File: config.mk
export PLATFORM = sky130hd
export DESIGN_NAME = rfb_bridge
export DESIGN_NICKNAME = d
export VERILOG_FILES = /design/src/rtl/rfb_pkg.sv /design/src/rtl/rfb_panel_if.sv /design/src/rtl/rfb_regfile.sv /design/src/rtl/rfb_bridge.sv
export SDC_FILE = /design/constraint.sdc
export NUM_CORES = 1
export LEC_CHECK = 0
export BUFFER_PORTS_ARGS = -buffer_cell sky130_fd_sc_hd__buf_2
export CORE_MARGIN = 10
export CORE_UTILIZATION = 40
export CTS_BUF_LIST = sky130_fd_sc_hd__clkbuf_4 sky130_fd_sc_hd__clkbuf_8
export CTS_CLUSTER_DIAMETER = 30
export CTS_CLUSTER_SIZE = 40
export DETAILED_ROUTE_END_ITERATION = 8
export PLACE_DENSITY = 0.56
export SETUP_SLACK_MARGIN = 0.3
export SLEW_MARGIN = 20
export SYNTH_ARGS = -nofsm -noshare
export SYNTH_HDL_FRONTEND = slang
export SYNTH_SLANG_ARGS = --single-unit
File: constraint.sdc
create_clock -name clk -period 7.23 [get_ports clk]
set_input_delay 2.169 -clock clk [delete_from_list [all_inputs] [get_ports clk]]
set_output_delay 2.169 -clock clk [all_outputs]
set_load 0.005 [all_outputs]
File: src/rtl/rfb_pkg.sv
// Shared constants and the panel-operation record for the framebuffer bridge.
package rfb_pkg;
    localparam int RFB_AW = 5;
    localparam int RFB_DW = 32;
    localparam int RFB_PW = 16;

    // Fixed register word addresses; per-chip banks start at A_BANK0.
    localparam int A_REV     = 0;
    localparam int A_SYSCFG  = 1;
    localparam int A_SYSSTAT = 2;
    localparam int A_CTRL    = 3;
    localparam int A_PIXCNT  = 4;
    localparam int A_LINE    = 5;
    localparam int A_CMD     = 6;
    localparam int A_PARAM   = 7;
    localparam int A_DATA    = 8;
    localparam int A_RDDATA  = 9;
    localparam int A_RDSTAT  = 10;
    localparam int A_BANK0   = 11;
    localparam int A_VSW     = 30;
    localparam int A_HSW     = 31;

    localparam logic [RFB_DW-1:0] REV_VAL    = 32'h0000_0010;
    localparam logic [RFB_DW-1:0] CFG_RST    = 32'h0031_0000;
    localparam logic [RFB_DW-1:0] CFG_MASK   = 32'h003f_1fff;
    localparam logic [RFB_DW-1:0] ONOFF_MASK = 32'h3fff_ffff;
    localparam logic [RFB_DW-1:0] CYC_MASK   = 32'h0fff_ffff;
    localparam logic [RFB_DW-1:0] DCYC_MASK  = 32'h0f1f_0f1f;
    localparam logic [RFB_DW-1:0] CFG_GATE   = 32'h0000_000c;
    localparam logic [4:0]        IDLE_MASK  = 5'h19;

    localparam int CB_EN    = 0;
    localparam int CB_BYP   = 1;
    localparam int CB_CHIP0 = 2;

    // One host-initiated panel operation.
    typedef struct packed {
        logic              rd;    // read strobe instead of write
        logic              two;   // two words: low half then high half
        logic              a0;    // command/data select level
        logic [RFB_DW-1:0] data;  // write payload
    } pnl_op_t;
endpackage

File: src/rtl/rfb_panel_if.sv
// Panel sequencer: runs one latched operation as one or two 16-bit words.
// Each word is held until every chip in the latched mask has acknowledged it;
// a chip's select bit drops once it has acknowledged.
// Assumes op_start only arrives while idle and acknowledges come from selected chips.
module rfb_panel_if import rfb_pkg::*; #(
    parameter int NCHIP = 2
) (
    input  logic              clk,
    input  logic              rst_n,
    input  logic              op_start,
    input  pnl_op_t           op_in,
    input  logic [NCHIP-1:0]  mask_in,
    output logic              op_done,
    output logic [NCHIP-1:0]  pnl_cs,
    output logic              pnl_a0,
    output logic              pnl_wr,
    output logic              pnl_rd,
    output logic [RFB_PW-1:0] pnl_wdata,
    input  logic [NCHIP-1:0]  pnl_ack
);
    logic             active_q;
    logic             hi_q;
    pnl_op_t          op_q;
    logic [NCHIP-1:0] mask_q;
    logic [NCHIP-1:0] acked_q;
    logic [NCHIP-1:0] got;
    logic [NCHIP-1:0] pending;
    logic             word_done;
    logic             last_word;

    // Per-chip select and acknowledge collection.
    for (genvar i = 0; i < NCHIP; i++) begin : g_chip
        assign pending[i] = mask_q[i] & ~acked_q[i];
        assign got[i]     = acked_q[i] | (pnl_ack[i] & mask_q[i]);
        assign pnl_cs[i]  = active_q & pending[i];
    end

    assign word_done = active_q && ((got & mask_q) == mask_q);
    assign last_word = !op_q.two || hi_q;
    assign op_done   = word_done && last_word;
    assign pnl_a0    = op_q.a0;
    assign pnl_wdata = hi_q ? op_q.data[RFB_DW-1:RFB_PW] : op_q.data[RFB_PW-1:0];
    assign pnl_wr    = active_q && !op_q.rd && (|pending);
    assign pnl_rd    = active_q &&  op_q.rd && (|pending);

    // Latch an operation, then step words as all selected chips acknowledge.
    always_ff @(posedge clk) begin
        if (!rst_n) begin
            active_q <= 1'b0;
            hi_q     <= 1'b0;
            op_q     <= '0;
            mask_q   <= '0;
            acked_q  <= '0;
        end else if (op_start) begin
            active_q <= 1'b1;
            hi_q     <= 1'b0;
            op_q     <= op_in;
            mask_q   <= mask_in;
            acked_q  <= '0;
        end else if (active_q) begin
            if (word_done) begin
                acked_q <= '0;
                if (last_word) active_q <= 1'b0;
                else           hi_q     <= 1'b1;
            end else begin
                acked_q <= got;
            end
        end
    end

    AST_RW_EXCL: assert property (@(posedge clk) disable iff (!rst_n)
        !(pnl_wr && pnl_rd));
    AST_RD_SINGLE: assert property (@(posedge clk) disable iff (!rst_n)
        pnl_rd |-> $countones(pnl_cs) == 1);
    AST_WORD_HELD: assert property (@(posedge clk) disable iff (!rst_n)
        (pnl_wr && !word_done) |=> ($stable(pnl_wdata) && $stable(pnl_a0)));
endmodule

File: src/rtl/rfb_regfile.sv
// Register file and host-side control for the bridge: decodes host accesses,
// launches panel operations and stalls the host until they finish. It also keeps
// the pixel counter, the busy flag and the received word.
// Assumes the host holds its request stable until host_ready.
module rfb_regfile import rfb_pkg::*; #(
    parameter int NCHIP  = 2,
    parameter int LINE_W = 11,
    parameter int SYNC_W = 16,
    parameter int NDCYC  = 3
) (
    input  logic              clk,
    input  logic              rst_n,
    input  logic              host_sel,
    input  logic              host_wr,
    input  logic [RFB_AW-1:0] host_addr,
    input  logic [RFB_DW-1:0] host_wdata,
    output logic [RFB_DW-1:0] host_rdata,
    output logic              host_ready,
    output logic              op_start,
    output pnl_op_t           op_out,
    output logic [NCHIP-1:0]  op_mask,
    input  logic              op_done,
    input  logic [RFB_PW-1:0] op_rdata,
    output logic [NCHIP-1:0]  chip_en,
    output logic              frame_done
);
    localparam int CTRL_W = CB_CHIP0 + NCHIP;
    localparam int CB_GO  = CTRL_W;
    localparam int STRIDE = 3 + NDCYC;

    logic [CTRL_W-1:0] ctrl_q;
    logic [RFB_DW-1:0] pix_q;
    logic [LINE_W-1:0] line_q;
    logic [4:0]        idle_q;
    logic [SYNC_W-1:0] vsw_q, hsw_q;
    logic [RFB_DW-1:0] cfg_q   [NCHIP];
    logic [RFB_DW-1:0] onoff_q [NCHIP];
    logic [RFB_DW-1:0] cyc_q   [NCHIP];
    logic [RFB_DW-1:0] dcyc_q  [NCHIP][NDCYC];
    logic              busy_q, fd_q, launched_q;
    logic [RFB_PW-1:0] rx_q;

    logic              is_panel, is_read, counted, acc, wr_acc, soft_rst, start_ok;
    logic [NCHIP-1:0]  rd_pick;
    logic [RFB_DW-1:0] cfg_and;

    function automatic logic [RFB_AW-1:0] bank_addr(input int k, input int off);
        return RFB_AW'(A_BANK0 + k * STRIDE + off);
    endfunction

    assign chip_en    = ctrl_q[CB_CHIP0 +: NCHIP];
    assign is_read    = (host_addr == RFB_AW'(A_RDDATA)) || (host_addr == RFB_AW'(A_RDSTAT));
    assign counted    = is_read || (host_addr == RFB_AW'(A_DATA));
    assign is_panel   = host_sel && host_wr &&
                        (counted || host_addr == RFB_AW'(A_CMD) || host_addr == RFB_AW'(A_PARAM));
    assign op_start   = is_panel && !launched_q;
    assign host_ready = host_sel && (!is_panel || (launched_q && op_done));
    assign acc        = host_sel && host_ready;
    assign wr_acc     = acc && host_wr;
    assign soft_rst   = wr_acc && host_addr == RFB_AW'(A_SYSCFG) && host_wdata[1];
    assign frame_done = fd_q;

    // Build the panel operation from the current request.
    always_comb begin
        op_out.rd   = is_read;
        op_out.two  = (host_addr == RFB_AW'(A_DATA));
        op_out.a0   = (host_addr != RFB_AW'(A_CMD)) && (host_addr != RFB_AW'(A_RDSTAT));
        op_out.data = host_wdata;
        op_mask     = is_read ? rd_pick : chip_en;
    end

    // Lowest-numbered selected chip wins a read.
    always_comb begin
        rd_pick = '0;
        for (int k = NCHIP - 1; k >= 0; k--)
            if (chip_en[k]) rd_pick = NCHIP'(1) << k;
    end

    // Start gate: AND of all config words must have the gate bits clear.
    always_comb begin
        cfg_and = '1;
        for (int k = 0; k < NCHIP; k++) cfg_and = cfg_and & cfg_q[k];
        start_ok = host_wdata[CB_GO] && host_wdata[CB_EN] && !host_wdata[CB_BYP] &&
                   !busy_q && ((cfg_and & CFG_GATE) == '0);
    end

    // Track whether the pending panel access has been launched.
    always_ff @(posedge clk) begin
        if (!rst_n || acc) launched_q <= 1'b0;
        else if (op_start) launched_q <= 1'b1;
    end

    // Capture the received word when a read with a selected chip completes.
    always_ff @(posedge clk) begin
        if (!rst_n) rx_q <= '0;
        else if (acc && is_panel && is_read && (|chip_en)) rx_q <= op_rdata;
    end

    // Register writes, soft reset, start gate and pixel counting.
    always_ff @(posedge clk) begin
        if (!rst_n || soft_rst) begin
            ctrl_q <= CTRL_W'(1 << CB_BYP);
            pix_q  <= '0;
            line_q <= '0;
            vsw_q  <= '0;
            hsw_q  <= '0;
            busy_q <= 1'b0;
            fd_q   <= 1'b0;
            idle_q <= rst_n ? (host_wdata[4:0] & IDLE_MASK) : 5'd0;
            for (int k = 0; k < NCHIP; k++) begin
                cfg_q[k]   <= CFG_RST;
                onoff_q[k] <= '0;
                cyc_q[k]   <= '0;
                for (int j = 0; j < NDCYC; j++) dcyc_q[k][j] <= '0;
            end
        end else begin
            fd_q <= 1'b0;
            if (wr_acc) begin
                if (host_addr == RFB_AW'(A_SYSCFG)) idle_q <= host_wdata[4:0] & IDLE_MASK;
                if (host_addr == RFB_AW'(A_CTRL)) begin
                    ctrl_q <= host_wdata[CTRL_W-1:0];
                    if (start_ok) busy_q <= 1'b1;
                end
                if (host_addr == RFB_AW'(A_PIXCNT)) pix_q  <= host_wdata;
                if (host_addr == RFB_AW'(A_LINE))   line_q <= host_wdata[LINE_W-1:0];
                if (host_addr == RFB_AW'(A_VSW))    vsw_q  <= host_wdata[SYNC_W-1:0];
                if (host_addr == RFB_AW'(A_HSW))    hsw_q  <= host_wdata[SYNC_W-1:0];
                for (int k = 0; k < NCHIP; k++) begin
                    if (host_addr == bank_addr(k, 0)) cfg_q[k]   <= host_wdata & CFG_MASK;
                    if (host_addr == bank_addr(k, 1)) onoff_q[k] <= host_wdata & ONOFF_MASK;
                    if (host_addr == bank_addr(k, 2)) cyc_q[k]   <= host_wdata & CYC_MASK;
                    for (int j = 0; j < NDCYC; j++)
                        if (host_addr == bank_addr(k, 3 + j)) dcyc_q[k][j] <= host_wdata & DCYC_MASK;
                end
                if (is_panel && counted) begin
                    pix_q <= pix_q - 1'b1;
                    if (pix_q == RFB_DW'(1)) begin
                        busy_q <= 1'b0;
                        fd_q   <= busy_q;
                    end
                end
            end
        end
    end

    // Host read multiplexer.
    always_comb begin
        host_rdata = '0;
        case (int'(host_addr))
            A_REV:              host_rdata = REV_VAL;
            A_SYSCFG:           host_rdata = RFB_DW'(idle_q);
            A_SYSSTAT:          host_rdata = (RFB_DW'(busy_q) << 8) | RFB_DW'(1);
            A_CTRL:             host_rdata = RFB_DW'(ctrl_q);
            A_PIXCNT:           host_rdata = pix_q;
            A_LINE:             host_rdata = RFB_DW'(line_q);
            A_RDDATA, A_RDSTAT: host_rdata = RFB_DW'(rx_q);
            A_VSW:              host_rdata = RFB_DW'(vsw_q);
            A_HSW:              host_rdata = RFB_DW'(hsw_q);
            default:            host_rdata = '0;
        endcase
        for (int k = 0; k < NCHIP; k++) begin
            if (host_addr == bank_addr(k, 0)) host_rdata = cfg_q[k];
            if (host_addr == bank_addr(k, 1)) host_rdata = onoff_q[k];
            if (host_addr == bank_addr(k, 2)) host_rdata = cyc_q[k];
            for (int j = 0; j < NDCYC; j++)
                if (host_addr == bank_addr(k, 3 + j)) host_rdata = dcyc_q[k][j];
        end
    end

    AST_READY_NEEDS_SEL: assert property (@(posedge clk) disable iff (!rst_n)
        host_ready |-> host_sel);
    AST_START_GUARD: assert property (@(posedge clk) disable iff (!rst_n)
        $rose(busy_q) |-> (ctrl_q[CB_EN] && !ctrl_q[CB_BYP]));
    AST_FD_ONE_CYCLE: assert property (@(posedge clk) disable iff (!rst_n)
        fd_q |=> !fd_q);
    AST_FD_NOT_BUSY: assert property (@(posedge clk) disable iff (!rst_n)
        fd_q |-> !busy_q);
endmodule

File: src/rtl/rfb_bridge.sv
// Top of the remote framebuffer command bridge: ties the register file to the
// panel sequencer. Assumes one host access at a time, held until host_ready.
module rfb_bridge import rfb_pkg::*; #(
    parameter int NCHIP  = 2,
    parameter int LINE_W = 11,
    parameter int SYNC_W = 16,
    parameter int NDCYC  = 3
) (
    input  logic              clk,
    input  logic              rst_n,
    input  logic              host_sel,
    input  logic              host_wr,
    input  logic [RFB_AW-1:0] host_addr,
    input  logic [RFB_DW-1:0] host_wdata,
    output logic [RFB_DW-1:0] host_rdata,
    output logic              host_ready,
    output logic [NCHIP-1:0]  pnl_cs,
    output logic              pnl_a0,
    output logic              pnl_wr,
    output logic              pnl_rd,
    output logic [RFB_PW-1:0] pnl_wdata,
    input  logic [RFB_PW-1:0] pnl_rdata,
    input  logic [NCHIP-1:0]  pnl_ack,
    output logic              frame_done
);
    logic             op_start, op_done;
    pnl_op_t          op;
    logic [NCHIP-1:0] op_mask, chip_en;

    rfb_regfile #(.NCHIP(NCHIP), .LINE_W(LINE_W), .SYNC_W(SYNC_W), .NDCYC(NDCYC)) u_regs (
        .clk(clk), .rst_n(rst_n),
        .host_sel(host_sel), .host_wr(host_wr), .host_addr(host_addr),
        .host_wdata(host_wdata), .host_rdata(host_rdata), .host_ready(host_ready),
        .op_start(op_start), .op_out(op), .op_mask(op_mask), .op_done(op_done),
        .op_rdata(pnl_rdata), .chip_en(chip_en), .frame_done(frame_done)
    );

    rfb_panel_if #(.NCHIP(NCHIP)) u_panel (
        .clk(clk), .rst_n(rst_n),
        .op_start(op_start), .op_in(op), .mask_in(op_mask), .op_done(op_done),
        .pnl_cs(pnl_cs), .pnl_a0(pnl_a0), .pnl_wr(pnl_wr), .pnl_rd(pnl_rd),
        .pnl_wdata(pnl_wdata), .pnl_ack(pnl_ack)
    );

    AST_CS_ENABLED: assert property (@(posedge clk) disable iff (!rst_n)
        (|pnl_cs) |-> ((pnl_cs & ~chip_en) == '0));
endmodule

==> metrics.md, run 1 <==
| Metric | Value |
|---|---|
| Placement Cell Area | `0.0203 mm²` |
| Count of pins over their slew limit | `0` |
| Post-CTS setup buffers | `0` |
| Initial Util | `0.403` |
| Setup crit end kind | `output pin` |
| Met3 wire length | `6.72 mm` |
| Status | `completed` |
| Slew HR | `0.327` |
| GRT Total Usage | `0.240` |
| CTS tree | `built` |
| Critical path arrival | `4.63 ns` |
| Die Ht | `236 µm` |
| Seq/Total Area, Yosys | `0.573` |
| Root buf cell | `clkbuf_8` |
| Share of layout cells above drive strength 1 | `0.200` |
| WP buf/inv | `3` |
| P&R area growth vs syn | `18.4%` |
| Startpoint Class | `primary input` |
| Cts repair resizes | `0` |
| DR top layer | `met5` |
| Routed WL | `69.4 mm` |
| Post-synthesis cell type count | `78` |
| GPL Wtd Cong | `0.933` |
| Clock buffer depth | `3` |
| Avg Inst Size Synth | `9.95 µm²` |
| Largest delay share family, worst path | `compound AO/OA/AOI/OAI gates` |
| CP cell instances | `buf_2 > or3b_2 > a21oi_2 > buf_4 > a22oi_1 > nand3_1 > o21ai_0 > a211oi_1 > buf_2` |
| Vias | `15812` |
| Met1 WL | `28.7 mm` |
| CORE AREA | `0.0465 mm²` |
| Initial antenna violation count | `3` |
| Mapped Cells | `1882` |
| Core Util, Final | `0.478` |
| Routed vias/inst | `5.87` |
| Sw power | `0.00148 W` |
| Cell Area, Synth | `0.0187 mm²` |
| Post-synth EDFFs | `265` |
| Tcrit/Tclk final | `0.941` |
| Residual DRC count | `0` |
| Max FO, Critical Path | `21` |
| CP most frequent cell | `buf_2` |
| Yosys warns | `0` |
| # H-tree levels | `3` |
| ANT nets after route | `0` |
| First-pass GRT wire length | `102 mm` |
| Switching part of the total | `0.259` |
| Crit path required time | `5.06 ns` |
| Clock network fraction of design power | `0.472` |
| Final instance area | `0.0222 mm²` |
| Final setup fails | `0` |
| Met2 WL | `31.5 mm` |
| Sequential power share | `0.452` |
| Top FF cell, synth | `edfxtp_1` |
| Worst-case vdd ir drop | `0.172 mV` |
| Clock sink total | `404` |
| Leakage | `7.93 nW` |
| Port-buffer cells | `113` |
| Int Power | `0.00424 W` |
| CP max stage cell | `or3b_2` |
| Routed WL per cell | `25.7 µm` |
| WS Path Type | `in -> out` |
| Net count reported at finish | `2076` |
| Row count | `79` |
| Syn nets | `1943` |
| Clock latency on the worst-skew pair | `0.68 ns` |
| Pwr Density | `258 mW/mm²` |
| Hold_buf cts | `0` |
| I/O Pins | `114` |
| Flop2flop setup slack | `3.74 ns` |
| Worst-path clk slew | `0.05 ns` |
| Post-DP HPWL | `48.4 mm` |
| Fmax | `147 MHz` |
| Initial DRC Count | `1621` |
| HP Class | `reg -> reg` |
| Vias in the first global route | `15527` |
| Setup TNS | `0 ns` |
| Largest net degree at the start of global routing | `60` |
| Die Footprint | `0.0559 mm²` |
| Worst path max stage delay | `0.57 ns` |
| Max Cap Viol | `0` |
| Fill cells | `4361` |
| Chip width | `236 µm` |
| Post-synth ARST share | `0` |
| Grt ovf | `0` |
| Slew @ Worst Pin | `1.01 ns` |
| TritonRoute pass-1 iters | `6` |
| Yosys reg bits | `404` |
| Unrepaired setup endpoints after global routing | `no` |
| Logic pwr share | `0.076` |
| Worst Skew | `0.0333 ns` |
| Final hold violations | `0` |
| CTS buffer count | `86` |
| Final min period | `6.80 ns` |
==> worst min-delay path, delay by kind of cell, from the launching register on <==
family | cells | cell delay (ns)
compound gates | 1 | 0.05
flops | 1 | 0.30
simple gates | 1 | 0.05
==> layer usage <==
layer,vias up,GRT usage
met4,2,0.101
li1,7145,-
met5,-,0
met3,139,0.0628
met1,7709,0.312
met2,817,0.372
==> flip-flops by register name (all words and copies together) (netlist names), 3 cells and up <==
name            count
u_panel.op_q       34
u_regs.cfg_q       38
u_regs.ctrl_q       4
u_regs.cyc_q       56
u_regs.dcyc_q     108
u_regs.hsw_q       16
u_regs.idle_q       3
u_regs.line_q      11
u_regs.onoff_q     60
u_regs.pix_q       32
u_regs.rx_q        16
u_regs.vsw_q       16
==> cells in the final DEF, fill, tap and decap left out, types with 8 or more instances in the layout <==
| cell | count |
|---|---|
| clkbuf_8 | 88 |
| a221oi_1 | 20 |
| o22ai_1 | 21 |
| o211ai_1 | 13 |
| o31ai_1 | 10 |
| nor3_1 | 30 |
| o21ai_0 | 75 |
| nand2_1 | 324 |
| a31oi_1 | 13 |
| or3_1 | 13 |
| nor4_1 | 8 |
| clkinvlp_4 | 15 |
| a22o_1 | 8 |
| nand2b_1 | 17 |
| a21oi_1 | 222 |
| nor2_1 | 111 |
| a211oi_1 | 8 |
| mux2_2 | 20 |
| a22oi_1 | 36 |
| edfxtp_1 | 265 |
| clkinv_1 | 8 |
| o221ai_1 | 8 |
| dfxtp_1 | 139 |
| buf_4 | 76 |
| mux2i_1 | 18 |
| clkinv_2 | 21 |
| and2_1 | 157 |
| bufinv_16 | 10 |
| nand3_1 | 36 |
| buf_2 | 112 |
==> power groups by stage <==
stage	clock (W)	combinational, W	sequential (W)
6_report	0.00270	0.000433	0.00259
4_1_cts	0.00273	0.000428	0.00259
5_1_grt	0.00284	0.000460	0.00259
2_1_floorplan	0	0.000226	0.00262
3_3_place_gp	0	0.000424	0.00263
3_5_place_dp	0	0.000427	0.00263
==> cell type report <==
cell class	count	area [µm²]	share of cell area
Antenna cell	2	5.00	0.000226
Timing Repair Buffer	193	1230	0.0555
Multi-Input combinational cell	1322	7530	0.339
Sequential cell	404	10700	0.484
Clock buffer	95	1260	0.0570
Clock inverter	63	632	0.0285
Tap cell	607	759	0.0342
Inverter	8	30.0	0.00135
==> cells by family (layout without fill, tap and decap cells) <==
kind of cell             Yosys count  after routing  synth area share
AND/OR/NAND/NOR                  762            762             0.196
AO/OA/AOI/OAI                    520            520             0.173
flip-flops                       404            404             0.573
buffers and inverters            156            359            0.0352
multiplexers                      38             38            0.0216
adder cells (fa/ha/maj)            2              2           0.00134
other                              0              2                 0
==> cell usage after synthesis (all sizes together), types with 20 or more instances <==
| master | number | area share |
|---|---|---|
| a21oi | 224 | 0.060 |
| a221oi | 20 | 0.0094 |
| a22oi | 36 | 0.014 |
| and2 | 157 | 0.052 |
| buf | 34 | 0.0092 |
| clkbuf | 114 | 0.024 |
| dfxtp | 139 | 0.15 |
| edfxtp | 265 | 0.42 |
| mux2 | 20 | 0.012 |
| nand2 | 325 | 0.065 |
| nand3 | 38 | 0.010 |
| nor2 | 116 | 0.023 |
| nor3 | 35 | 0.0094 |
| o21ai | 84 | 0.023 |
| o22ai | 21 | 0.0070 |
==> stage by stage <==
step	instances	hold WS [ns]	setup WS [ns]	power, W
floorplan	1882	0.429	1.08	0.00284
global placement	2534	0.439	0.440	0.00306
detailed placement	2534	0.443	0.482	0.00306
CTS	2692	0.451	0.485	0.00574
global route	2692	0.471	0.340	0.00589
finish	2694	0.452	0.430	0.00572
==> worst paths after layout <==
path                                        from                     to  cells after the start
worst min-delay path            u_panel.op_q[27]       u_panel.op_q[27]                      2
worst min register to register  u_panel.op_q[27]       u_panel.op_q[27]                      2
worst max-delay path                host_addr[3]          host_rdata[4]                      9
worst max register to register      u_panel.hi_q  u_regs.onoff_q[0][54]                      6
No activity file was read; power rests on OpenSTA's default activity.
==> inputs of run 2 (changes only) <==
--- a/config.mk
+++ b/config.mk
@@ -12,6 +12,8 @@
 export CTS_CLUSTER_DIAMETER = 30
 export CTS_CLUSTER_SIZE = 40
 export DETAILED_ROUTE_END_ITERATION = 8
+export GPL_TIMING_DRIVEN = 0
+export MAX_ROUTING_LAYER = met4
 export PLACE_DENSITY = 0.56
 export SETUP_SLACK_MARGIN = 0.3
 export SLEW_MARGIN = 20
==> run 2 against run 1 <==
First-iteration DRC count up 25%. Sequential power barely moved. Power up 5.1%. Global-route usage increased by 4.9 points. Sequential share of layout area down 1.5 points. Critical endpoint is now host_rdata[1]. Register-to-register slack got worse by 0.29 ns.
==> metrics.md, run 2 (synthesis results as in run 1) <==
| Metric | Value |
|---|---|
| Status | `completed` |
| GPL Wtd Cong | `0.985` |
| Clock latency on the worst-skew pair | `0.70 ns` |
| WS Path Type | `in -> out` |
| Final instance area | `0.0229 mm²` |
| Slew @ Worst Pin | `1.10 ns` |
| Placement Cell Area | `0.0205 mm²` |
| CORE AREA | `0.0465 mm²` |
| Routed WL | `81.0 mm` |
| CTS tree | `built` |
| Unrepaired setup endpoints after global routing | `yes` |
| Max Cap Viol | `0` |
| Count of pins over their slew limit | `0` |
| Tcrit/Tclk final | `0.965` |
| Commonest cells after routing, fill and taps aside | `nand2_1, edfxtp_1, a21oi_1` |
| Port-buffer cells | `111` |
| HP Class | `reg -> reg` |
| Clock sink total | `404` |
| Area taken by flip-flops and latches | `0.0107 mm²` |
| Largest net degree at the start of global routing | `20` |
| Critical path arrival | `4.81 ns` |
| Share of layout cells above drive strength 1 | `0.214` |
| Grt ovf | `0` |
| Residual DRC count | `0` |
| Pwr Density | `262 mW/mm²` |
| CTS buffer count | `94` |
| # H-tree levels | `3` |
| P&R area growth vs syn | `22.3%` |
| Routed WL per cell | `29.0 µm` |
| Slew HR | `0.268` |
| Final hold violations | `0` |
| Final min period | `6.98 ns` |
| Most common cell after layout, fill and taps aside | `nand2_1` |
| Reg with most FFs | `u_regs.dcyc_q` |
| Worst-case vdd ir drop | `0.143 mV` |
| Initial Util | `0.403` |
| Max FO, Critical Path | `10` |
| Vias in the first global route | `16782` |
| Row count | `79` |
| Fmax | `143 MHz` |
| Setup crit end kind | `output pin` |
| Total power | `0.00601 W` |
| Startpoint Class | `primary input` |
| Worst-path clk slew | `0.05 ns` |
| Root buf cell | `clkbuf_8` |
| Routed vias/inst | `6.03` |
| I/O Pins | `114` |
| Fill cells | `4421` |
| Clock buffer depth | `3` |
| Initial antenna violation count | `1` |
| Final setup fails | `0` |
| Die Footprint | `0.0559 mm²` |
| ANT nets after route | `0` |
| TritonRoute pass-1 iters | `5` |
| GRT Total Usage | `0.289` |
| Net count reported at finish | `2170` |
| Vias | `16851` |
| Post-DP HPWL | `59.2 mm` |
| Initial DRC Count | `2032` |
| First-pass GRT wire length | `116 mm` |
| Top flop regs | `u_regs.dcyc_q: 108 flops, u_regs.onoff_q: 60 flops, u_regs.cyc_q: 56 flops` |
| Core Util, Final | `0.493` |
| Die Ht | `236 µm` |
| Worst Skew | `0.0319 ns` |
| Area of the multi-input gates | `0.00764 mm²` |
| Crit path required time | `5.06 ns` |
| Leakage | `8.22 nW` |
| Chip width | `236 µm` |
| Flop2flop setup slack | `3.45 ns` |
| Max reg flops | `108` |
[run 2: cell count changes in the layout (fill, tap and decap cells not counted), sizes merged, moves of 3 or more]
cell,previous run,this run
clkbuf,95,228
clkinvlp,15,20
buf,193,166
inv,12,9
clkinv,34,30
[run 2: power breakdown]
| group | switching [W] | internal (W) |
|---|---|---|
| clock network | 0.00119 | 0.00174 |
| logic | 0.000351 | 0.000141 |
| registers | 0.0000377 | 0.00255 |
| total | 0.00158 | 0.00443 |
[run 2: layer usage]
| layer | global-route usage | wire [µm] | vias to the layer above |
|---|---|---|---|
| li1 | - | - | 7346 |
| met5 | - | 0 | - |
| met3 | 0.0628 | 7900 | 233 |
| met1 | 0.356 | 32400 | 8269 |
| met2 | 0.437 | 36300 | 1003 |
| met4 | 0.153 | 4420 | 0 |
[run 2: timing repair]
item,in CTS,in global routing
hold buffers,0,0
resized for setup,85,40
endpoints found under the setup margin,30,21
buffers inserted,0,5
hold endpoints to repair,0,0
[run 2: worst max-delay path, stage by stage]
cell,delay [ns]
buf_2,0.15
clkbuf_1,0.35
or3b_2,0.19
clkbuf_1,0.43
clkbuf_2,0.45
a21oi_1,0.09
a221oi_1,0.48
nor3_1,0.11
a211o_1,0.25
buf_2,0.13
[run 2: layout make-up]
type	count	share of cell area
Tap cell	607	0.0331
Clock inverter	60	0.0256
Multi-Input combinational cell	1322	0.333
Inverter	8	0.00131
Clock buffer	115	0.0666
Buffer	148	0.0318
Antenna cell	1	0.000109
Sequential cell	404	0.469
Timing Repair Buffer	131	0.0396
[run 2: through the flow]
step                      TNS [ns]  hold slack, ns  worst slack (ns)  cells
after floorplan                  0           0.429              1.08   1882
after global placement     -284.69           0.439             -2.04   2600
after detailed placement    -10.45           0.447            -0.796   2615
after CTS                        0           0.454             0.185   2790
after global routing             0           0.470             0.261   2796
final                            0           0.454             0.254   2796
[run 2: worst paths after layout]
check                    startpoint            endpoint  depth (start not counted)
setup / recovery       host_addr[3]       host_rdata[1]                         10
hold / removal      u_panel.op_q[3]     u_panel.op_q[3]                          2
setup reg to reg  u_panel.mask_q[1]  u_regs.cfg_q[0][8]                          8
hold reg to reg     u_panel.op_q[3]     u_panel.op_q[3]                          2
==> inputs of run 3 (changes only) <==
--- a/config.mk
+++ b/config.mk
@@ -15,6 +15,7 @@
 export GPL_TIMING_DRIVEN = 0
 export MAX_ROUTING_LAYER = met4
 export PLACE_DENSITY = 0.56
+export REMOVE_ABC_BUFFERS = 1
 export SETUP_SLACK_MARGIN = 0.3
 export SLEW_MARGIN = 20
 export SYNTH_ARGS = -nofsm -noshare
==> run 3 against run 2 <==
Via count fell by 3.2%. Worst setup slack improved by 0.033 ns. Register-to-register slack got worse by 0.28 ns. Non-clock buffer count fell by 98.
==> metrics.md, run 3 (synthesis results as in run 1) <==
| Metric | Value |
|---|---|
| Status | `completed` |
| GRT Total Usage | `0.256` |
| Post-DP HPWL | `47.1 mm` |
| Clock buffer depth | `3` |
| Residual DRC count | `0` |
| First-pass GRT wire length | `106 mm` |
| Max FO, Critical Path | `32` |
| Final min period | `6.94 ns` |
| Initial DRC Count | `1939` |
| Tcrit/Tclk final | `0.960` |
| Unrepaired setup endpoints after global routing | `yes` |
| Slew @ Worst Pin | `1.12 ns` |
| CP cell instances | `clkbuf_4 > and3b_4 > nand2_1 > a2bb2oi_1 > a32o_1 > a21o_1 > a31oi_1 > buf_2` |
| Path depth of the worst reg2reg path | `6` |
| Fmax | `144 MHz` |
| I/O Pins | `114` |
| Worst-case vdd ir drop | `0.166 mV` |
| TritonRoute pass-1 iters | `5` |
| Hold_ws | `0.451 ns` |
| Vias | `16319` |
| Final hold violations | `0` |
| Slew HR | `0.252` |
| Largest net degree at the start of global routing | `67` |
| CP max stage cell | `and3b_4` |
| Worst Skew | `0.0370 ns` |
| Reg with most FFs | `u_regs.dcyc_q` |
| Top flop regs | `u_regs.dcyc_q: 108 flops, u_regs.onoff_q: 60 flops, u_regs.cyc_q: 56 flops` |
| Port-buffer cells | `113` |
| Setup crit end kind | `output pin` |
| Startpoint Class | `primary input` |
| GPL Wtd Cong | `0.900` |
| WHS Path Cells | `2` |
| CTS buffer count | `96` |
| Switching part of the total | `0.248` |
| Routed WL per cell | `26.6 µm` |
| Count of pins over their slew limit | `0` |
| Clock latency on the worst-skew pair | `0.68 ns` |
| # H-tree levels | `3` |
| Non-filler cells, final | `2701` |
| Clock sink total | `404` |
| Max Cap Viol | `0` |
| CP Depth | `8` |
| Initial antenna violation count | `1` |
| Max reg flops | `108` |
| Int Power | `0.00477 W` |
| Most common cell after layout, fill and taps aside | `nand2_1` |
| Root buf cell | `clkbuf_8` |
| Area of the multi-input gates | `0.00776 mm²` |
| Pwr Density | `272 mW/mm²` |
| Sequential power share | `0.407` |
| ANT nets after route | `0` |
| Setup TNS | `0 ns` |
| Logic pwr share | `0.075` |
| CTS tree | `built` |
| Worst path max stage delay | `0.70 ns` |
| Crit path required time | `5.06 ns` |
| Area taken by flip-flops and latches | `0.0107 mm²` |
| Commonest cells after routing, fill and taps aside | `nand2_1, edfxtp_1, a21oi_1` |
| Fill cells | `4250` |
| Largest delay share family, worst path | `simple AND/OR/NAND/NOR gates` |
| WP buf/inv | `2` |
| WS Path Type | `in -> out` |
| Number of diodes | `0` |
| Net count reported at finish | `2074` |
| Die Ht | `236 µm` |
| Routed vias/inst | `6.04` |
| Routed WL | `71.8 mm` |
| Worst-path clk slew | `0.05 ns` |
| Critical path arrival | `4.77 ns` |
| Row count | `79` |
| Placement Cell Area | `0.0206 mm²` |
| Grt ovf | `0` |
| CORE AREA | `0.0465 mm²` |
| Leakage | `8.34 nW` |
| Die Footprint | `0.0559 mm²` |
| Final instance area | `0.0233 mm²` |
| Final setup fails | `0` |
| Chip width | `236 µm` |
| Clock network fraction of design power | `0.518` |
| Sw power | `0.00157 W` |
| Initial Util | `0.403` |
| Placed cells | `2504` |
| Vias in the first global route | `15910` |
| Share of layout cells above drive strength 1 | `0.217` |
| P&R area growth vs syn | `24.2%` |
| HP Class | `reg -> reg` |
run 3: area by class of cell:
| cell class | instances | share of cell area |
|---|---|---|
| Tap cell | 607 | 0.0326 |
| Sequential cell | 404 | 0.462 |
| Clock inverter | 64 | 0.0363 |
| Multi-Input combinational cell | 1322 | 0.333 |
| Clock buffer | 115 | 0.0653 |
| Timing Repair Buffer | 181 | 0.0690 |
| Inverter | 8 | 0.00172 |
run 3: metrics by stage:
| stage | utilization | setup WS (ns) | total power, W |
|---|---|---|---|
| floorplan | - | 0.693 | 0.00281 |
| global route | 0.501 | 0.241 | 0.00652 |
| CTS | 0.499 | 0.141 | 0.00635 |
| detailed placement | 0.444 | -1.03 | 0.00308 |
| finish | 0.501 | 0.287 | 0.00634 |
| global placement | 0.418 | -6.15 | 0.00303 |
run 3: timing repair:
action	4_1_cts	5_1_grt
gates resized for setup	23	11
hold buffers	0	0
endpoints found under the setup margin	29	16
setup buffers	15	3
pin swaps	4	2
run 3: power groups by stage:
stage          Clock (W)  Combinational [W]  Sequential (W)
6_report         0.00328           0.000475         0.00258
5_1_grt          0.00343           0.000500         0.00259
4_1_cts          0.00331           0.000465         0.00258
3_5_place_dp           0           0.000456         0.00263
3_3_place_gp           0           0.000393         0.00264
2_1_floorplan          0           0.000191         0.00262
run 3: worst reg2reg max path, cell delays in order, from the launching register on:
cell and delay (ns):
dfxtp_1 1.06, nand2b_1 0.27, a311o_1 0.46, nand2_1 0.72, o31ai_4 0.82, buf_8 0.24, buf_8 0.16
run 3: path summary, 6_finish.rpt:
| path | start | to | slack [ns] |
|---|---|---|---|
| max | host_addr[4] | host_rdata[10] | 0.29 |
| min | u_regs.rx_q[3] | u_regs.rx_q[3] | 0.45 |
| max reg2reg | u_panel.hi_q | u_regs.onoff_q[0][12] | 3.17 |
| min reg2reg | u_regs.rx_q[3] | u_regs.rx_q[3] | 0.45 |
run 3: layer usage:
layer	track usage	vias up	share of wire	wire length [µm]
li1	-	7171	-	-
met1	0.332	8033	0.41	29300
met2	0.388	939	0.45	32600
met3	0.0439	176	0.097	6990
met4	0.113	0	0.041	2940
met5	-	-	0	0
